<file path="config.mk">
export PLATFORM = sky130hd
export DESIGN_NAME = reset_supervisor
export DESIGN_NICKNAME = d
export VERILOG_FILES = /design/src/rtl/reset_supervisor.sv
export SDC_FILE = /design/constraint.sdc
export NUM_CORES = 1
export LEC_CHECK = 0
export ABC_AREA = 1
export BUFFER_PORTS_ARGS = -buffer_cell sky130_fd_sc_hd__buf_4
export CAP_MARGIN = 30
export CORE_MARGIN = 10
export CORE_UTILIZATION = 54
export CTS_CLUSTER_DIAMETER = 40
export DETAILED_ROUTE_END_ITERATION = 7
export GPL_TIMING_DRIVEN = 0
export PLACE_DENSITY = 0.77
export SYNTH_ARGS = -nofsm -noshare
export SYNTH_HDL_FRONTEND = slang
export SYNTH_SLANG_ARGS = --single-unit
export TNS_END_PERCENT = 30
</file>
<file path="constraint.sdc">
create_clock -name clk -period 1.3 [get_ports clk]
set_input_delay 0.13 -clock clk [delete_from_list [all_inputs] [get_ports clk]]
set_output_delay 0.13 -clock clk [all_outputs]
set_load 0.005 [all_outputs]
</file>
<file path="src/rtl/reset_supervisor.sv">
module reset_supervisor #(
  parameter int unsigned POR_TICKS_SHORT = 100,
  parameter int unsigned POR_TICKS_LONG  = 1000,
  parameter int unsigned CPU_RST_TICKS   = 20
) (
  input  logic clk,
  input  logic rst_n,
  input  logic tick,
  input  logic main_pg,
  input  logic core_pg,
  input  logic hot_evt,
  input  logic cover_ok,
  input  logic low_batt,
  input  logic over_temp,
  input  logic long_delay,
  input  logic irq_mask,
  input  logic irq_clr,
  output logic por_n,
  output logic cpu_rst_n,
  output logic pfail_n,
  output logic cover_irq
);
  localparam int unsigned MAXP = (POR_TICKS_LONG > POR_TICKS_SHORT) ? POR_TICKS_LONG : POR_TICKS_SHORT;
  localparam int unsigned CW = $clog2(MAXP + 1);
  localparam int unsigned PW = $clog2(CPU_RST_TICKS + 1);

  logic [CW-1:0] por_cnt;
  logic          por_done;
  logic [PW-1:0] pulse_cnt;
  logic          cover_q;
  logic          irq_pend;

  wire [CW-1:0] por_lim  = long_delay ? CW'(POR_TICKS_LONG) : CW'(POR_TICKS_SHORT);
  wire          cover_fall = cover_q & ~cover_ok;

  always_ff @(posedge clk or negedge rst_n) begin
    if (!rst_n) begin
      por_cnt  <= '0;
      por_done <= 1'b0;
    end else if (!main_pg) begin
      por_cnt  <= '0;
      por_done <= 1'b0;
    end else if (!por_done && tick) begin
      if (por_cnt == por_lim - CW'(1)) begin
        por_cnt  <= '0;
        por_done <= 1'b1;
      end else begin
        por_cnt <= por_cnt + CW'(1);
      end
    end
  end

  always_ff @(posedge clk or negedge rst_n) begin
    if (!rst_n)                      pulse_cnt <= '0;
    else if (!por_n)                 pulse_cnt <= '0;
    else if (hot_evt && core_pg)     pulse_cnt <= PW'(CPU_RST_TICKS);
    else if (tick && pulse_cnt != 0) pulse_cnt <= pulse_cnt - PW'(1);
  end

  always_ff @(posedge clk or negedge rst_n) begin
    if (!rst_n) begin
      cover_q  <= 1'b1;
      irq_pend <= 1'b0;
    end else begin
      cover_q <= cover_ok;
      if (cover_fall)   irq_pend <= 1'b1;
      else if (irq_clr) irq_pend <= 1'b0;
    end
  end

  assign por_n     = por_done & main_pg;
  assign cpu_rst_n = por_n & (pulse_cnt == 0);
  assign pfail_n   = por_n & cover_ok & ~low_batt & ~over_temp;
  assign cover_irq = irq_pend & ~irq_mask;
endmodule


</file>
==> impl_metrics.toml, run 1 <==
[cells_and_area]
instances_no_fill = 187
drive_above_1_share = 0.3519
antenna-diode-count = 0
syn2layout_area_growth_pct = 34.36
final_cell_mix = "nand2_1, buf_4, dfrtp_1"
mostFrequentLayoutCell = "nand2_1"
nNetsFinal = 177

[global_route]
grt_pass1_wl_mm = 3.788
antenna_found_initial = 0
grt_pass1_vias = 904
overflow = 0
track_usage = 0.1120
grt_max_degree = 19

[routing]
wl_per_cell_um = 11.84
drcViolationCount = 0
drt-total-wl_mm = 2.215
via_count = 939
dr.pass1.iters = 5
route.antenna.remaining_nets = 0
drt-initial-drc-count = 23
vias_per_cell = 5.021

[cts]
clockRootBuffer = "clkbuf_4"
cts_tree = "built"
ctsHtreeMaxLevel = 1
clock_path_buffers = 2
clock_latency_ps = 300
clkSinkCount = 18
clk_pin_slew_worst_paths_ps = 100
cts_made_buffers = 3

[yosys]
syn_inst = 129
netlist_area_um2 = 1020
ys_types = 22
synthesis.nets = 143
yosysSeqAreaShare = 0.4429
ys_seq_elements = 18
yosys_warnings = 0
avgSynthCellArea_um2 = 7.905

[sta]
fin_skew_ps = 6.426
setup_viol = 1
slew_headroom = 0.8427
drv_slew = 0
clock.fmax_mhz = 735.9
final.period_utilization = 1.045
fin_crit_ps = 1359
whs_ps = 134.9
rsz0062_at_grt = "yes"
setup_slack_ps = -58.81
fin_tns_setup_ps = -58.81
hold_viol_final = 0
tightest_slew_ps = 235.1

[worst_setup_path]
endpoint_kind = "output port"
crit_type = "flop to output port"
cpPeakStageDelay_ps = 410
startpoint = "pulse_cnt[0]"
critPathCapture = "cpu_rst_n"
startpoint_type = "flop"
cp_cell_sequence = "inv_2, ha_4, nand3_2, nor2_1, buf_4"
r2r-end = "por_cnt[7]"
slowest_stage = "dfrtp_1"
rr_worst_depth = 8
required_ps = 1170
cp.arrival_ps = 1230
cp_max_fo = 3
r2r_slack_ps = 40
r2r-start = "por_cnt[0]"

[placement]
io_buffers = 15
dp_hpwl_mm = 1.576
dpl.cell_count = 169
gp_congestion = 0.7660

[worst_hold_path]
hp-class = "input port to flop"

[run]
drv_cap = 0

[floorplan]
ioPinCount = 16
start_util = 0.5780
std_cell_rows = 15
dieArea_um2 = 4027
core_area_um2 = 1764
die_x_um = 63.46
die_h_um = 63.46

[power_and_ir_drop]
p_per_area_nw_per_um2 = 854.3
p_leak_nw = 0.6734
max-vdd-ir-drop_uv = 826.0

[outcome]
outcome = "complete, but fails checks"
violations = "negative setup slack"
==> critical path, delay by kind of cell (launching register included) <==
| family | cells | cell delay [ps] |
|---|---|---|
| flops | 1 | 410 |
| buf+inv | 2 | 200 |
| simple gates | 2 | 170 |
| fa+ha+maj | 1 | 140 |
==> where the power goes <==
group          total (W)  internal [W]  switching [W]
logic           0.000258      0.000120       0.000139
clock network   0.000294      0.000120       0.000174
registers       0.000618      0.000591      0.0000270
total            0.00117      0.000831       0.000340
==> what timing repair did <==
action | CTS | global route
endpoints found under the setup margin | 14 | 14
pin swaps | 2 | 1
resized for setup | 9 | 11
hold buffers | 3 | 0
hold endpoints to repair | 20 | 0
buffers inserted | 7 | 4
==> how the worst min path moves through the flow <==
stage / startpoint / cells after the start / slack, ps / to
after global routing: main_pg / 3 / 150 / por_done
final: main_pg / 3 / 130 / por_done
after detailed placement: rst_n / 1 / 10 / por_cnt[0]
after CTS: main_pg / 3 / 120 / por_done
after floorplan: rst_n / 0 / -170 / irq_pend
after global placement: rst_n / 1 / 10 / por_done
==> synthesized netlist by cell type <==
| cell | instances | area, um2 |
|---|---|---|
| a21o_2 | 1 | 8.760 |
| a21oi_1 | 4 | 20.02 |
| dfrtp_1 | 17 | 425.4 |
| dfstp_2 | 1 | 26.28 |
| ha_1 | 2 | 25.02 |
| inv_1 | 15 | 56.30 |
| inv_2 | 2 | 7.510 |
| nand2_1 | 32 | 120.1 |
| nand2_2 | 3 | 18.77 |
| nand2_4 | 2 | 22.52 |
| nand3_1 | 5 | 25.02 |
| nand3_2 | 2 | 20.02 |
| nand3b_4 | 1 | 20.02 |
| nand4_1 | 3 | 18.77 |
| nor2_1 | 19 | 71.32 |
| nor2_2 | 3 | 18.77 |
| nor2_4 | 2 | 22.52 |
| nor3_1 | 2 | 10.01 |
| o21ai_0 | 4 | 20.02 |
| o21ai_1 | 3 | 15.01 |
| o22ai_1 | 2 | 12.51 |
| xor2_1 | 4 | 35.03 |
==> registers in the layout, summed over array words and instances, names as in the netlist <==
name	flops
cover_q	1
pulse_cnt	5
por_done	1
por_cnt	10
irq_pend	1
==> cell type report <==
cell class              count  area, um2
fillers                   136      394.1
repair buffers             29      225.2
well taps                  25      31.28
clock buffers               4      26.28
flip-flops and latches     18      451.7
inverters                  17      68.82
multi-input cells          94      566.8
==> through the flow <==
step                  util   power, W  instance area [um2]  setup slack [ps]
floorplan                -  0.0007455                 1020             102.0
global placement    0.6596  0.0008180                 1164             2.188
detailed placement  0.6596  0.0008248                 1164            -46.34
CTS                 0.7340   0.001151                 1295            -56.36
global route        0.7766   0.001236                 1370            -105.8
finish              0.7766   0.001171                 1370            -58.81
==> routing by layer <==
metal,vias up,track usage,wire (um)
li1,472,-,-
met1,431,0.1401,958
met2,31,0.1683,1068
met3,5,0.03887,150
met4,0,0.04918,38
met5,-,0,0
==> logic make-up after synthesis <==
group | after synthesis | synth area share
adders and majority gates | 2 | 0.02454
buffers and inverters | 17 | 0.06258
AOI/OAI and AO/OA | 14 | 0.07484
DFF | 18 | 0.4430
and+or+nand+nor | 74 | 0.3607
xor gates and xnor gates | 4 | 0.03435
Note: power is estimated with default switching activity, not from simulation.
==> inputs of run 2 (changes only) <==
--- a/config.mk
+++ b/config.mk
@@ -9,11 +9,12 @@
 export BUFFER_PORTS_ARGS = -buffer_cell sky130_fd_sc_hd__buf_4
 export CAP_MARGIN = 30
 export CORE_MARGIN = 10
-export CORE_UTILIZATION = 54
+export CORE_UTILIZATION = 57
+export CTS_BUF_LIST = sky130_fd_sc_hd__clkbuf_2 sky130_fd_sc_hd__clkbuf_4 sky130_fd_sc_hd__clkbuf_8
 export CTS_CLUSTER_DIAMETER = 40
 export DETAILED_ROUTE_END_ITERATION = 7
 export GPL_TIMING_DRIVEN = 0
-export PLACE_DENSITY = 0.77
+export PLACE_DENSITY = 0.8
 export SYNTH_ARGS = -nofsm -noshare
 export SYNTH_HDL_FRONTEND = slang
 export SYNTH_SLANG_ARGS = --single-unit
==> impl_metrics.toml, run 2 (same netlist as run 1, synthesis figures left out) <==
[sta]
slew_headroom = 0.7998
fin_skew_ps = 3.218
final.period_utilization = 1.102
tightest_slew_ps = 299.2
drv_slew = 0
setup_slack_ps = -132.7
rsz0062_at_grt = "yes"
fin_crit_ps = 1433
hold_viol_final = 0
clock.fmax_mhz = 698.0
setup_viol = 16

[worst_setup_path]
endpoint_kind = "output port"
r2r-end = "pulse_cnt[3]"
rr_worst_depth = 9
required_ps = 1170
startpoint = "pulse_cnt[0]"
r2r_slack_ps = -100
cp_max_fo = 3
critPathCapture = "cpu_rst_n"
startpoint_type = "flop"
crit_type = "flop to output port"
r2r-start = "pulse_cnt[0]"
cp.arrival_ps = 1300

[routing]
drt-total-wl_mm = 2.903
wl_per_cell_um = 15.52
via_count = 1014
vias_per_cell = 5.422
drt-initial-drc-count = 43
route.antenna.remaining_nets = 0
drcViolationCount = 0
dr.pass1.iters = 4

[cells_and_area]
mostFrequentLayoutCell = "nand2_1"
drive_above_1_share = 0.4198
final_cell_mix = "nand2_1, buf_4, dfrtp_1"
instances_no_fill = 187
syn2layout_area_growth_pct = 40.98
top_regs = "por_cnt x10, pulse_cnt x5"
top_register = "por_cnt"
nNetsFinal = 177
largest_reg_flops = 10
antenna-diode-count = 0

[placement]
gp_congestion = 0.7825
io_buffers = 15
dp_hpwl_mm = 1.551
dpl.cell_count = 169

[power_and_ir_drop]
p_per_area_nw_per_um2 = 899.1
power_w = 0.001293
max-vdd-ir-drop_uv = 761.9
p_leak_nw = 0.6953

[global_route]
track_usage = 0.1259
antenna_found_initial = 0
grt_max_degree = 19
overflow = 0
grt_pass1_wl_mm = 4.153
grt_pass1_vias = 971

[floorplan]
std_cell_rows = 15
die_h_um = 62.30
start_util = 0.5971
die_x_um = 62.30
ioPinCount = 16
core_area_um2 = 1708
dieArea_um2 = 3881

[cts]
cts_tree = "built"
clk_pin_slew_worst_paths_ps = 110
cts_made_buffers = 3
ctsHtreeMaxLevel = 1
clock_latency_ps = 300
clock_path_buffers = 2
clockRootBuffer = "clkbuf_4"
clkSinkCount = 18

[run]
drv_cap = 0

[outcome]
outcome = "complete, but fails checks"
violations = "negative setup slack"

[worst_hold_path]
hp-class = "input port to flop"
[run 2: changes by cell type in the layout (fill, tap and decap cells not counted), moves of 2 or more]
cell / change
nand2_4: +3
nand2_1: -4
nor2_1: -2
nor2_2: +2
[run 2: worst min path at each step]
stage	startpoint	end	slack, ps	cells past startpoint
after floorplan	rst_n	irq_pend	-170	0
after detailed placement	rst_n	por_cnt[0]	10	1
final	main_pg	por_done	150	3
after global placement	rst_n	por_cnt[0]	10	1
after CTS	main_pg	por_done	130	3
after global routing	main_pg	por_done	150	3
[run 2: report_power, final]
part / leakage, nW / switching (W) / internal (W)
registers: 0.240 / 0.0000302 / 0.000592
logic: 0.434 / 0.000176 / 0.000137
clock network: 0.0210 / 0.000187 / 0.000171
[run 2: metrics by stage]
step	util	setup TNS (ps)	hold WS, ps	worst slack, ps	area [um2]
2_1_floorplan	-	0	-165.6	102.0	1020
3_3_place_gp	0.6813	0	11.79	4.812	1164
3_5_place_dp	0.6813	-26.13	11.61	-17.56	1164
4_1_cts	0.7751	-59.55	133.9	-59.55	1324
5_1_grt	0.8418	-1962	147.3	-195.9	1438
6_report	0.8418	-615.0	149.6	-132.7	1438
[run 2: metal layers]
layer | routed length, um | up-vias | GRT usage
met5 | 0 | - | 0
met4 | 75 | 0 | 0.05028
met3 | 125 | 10 | 0.02867
met2 | 1543 | 38 | 0.2103
met1 | 1158 | 493 | 0.1515
li1 | - | 473 | -
[run 2: layout make-up]
class / count / area, um2
clock buffers: 4 / 36.28
fillers: 90 / 270.3
inverters: 17 / 71.32
multi-input cells: 94 / 616.8
flip-flops and latches: 18 / 452.9
well taps: 25 / 31.28
repair buffers: 29 / 229.0
[run 2: what timing repair did]
item | 4_1_cts | 5_1_grt
gates cloned | 0 | 0
hold buffers | 3 | 0
endpoints found under the hold margin | 20 | 0
resized for setup | 16 | 21
pin swaps | 4 | 7
endpoints found under the setup margin | 11 | 17
buffers inserted | 6 | 5
[run 2: critical path, cell delays in order (launching register included)]
cell	delay, ps
dfrtp_1	420
inv_2	100
ha_4	160
nand3_4	100
nor2_4	120
buf_6	110
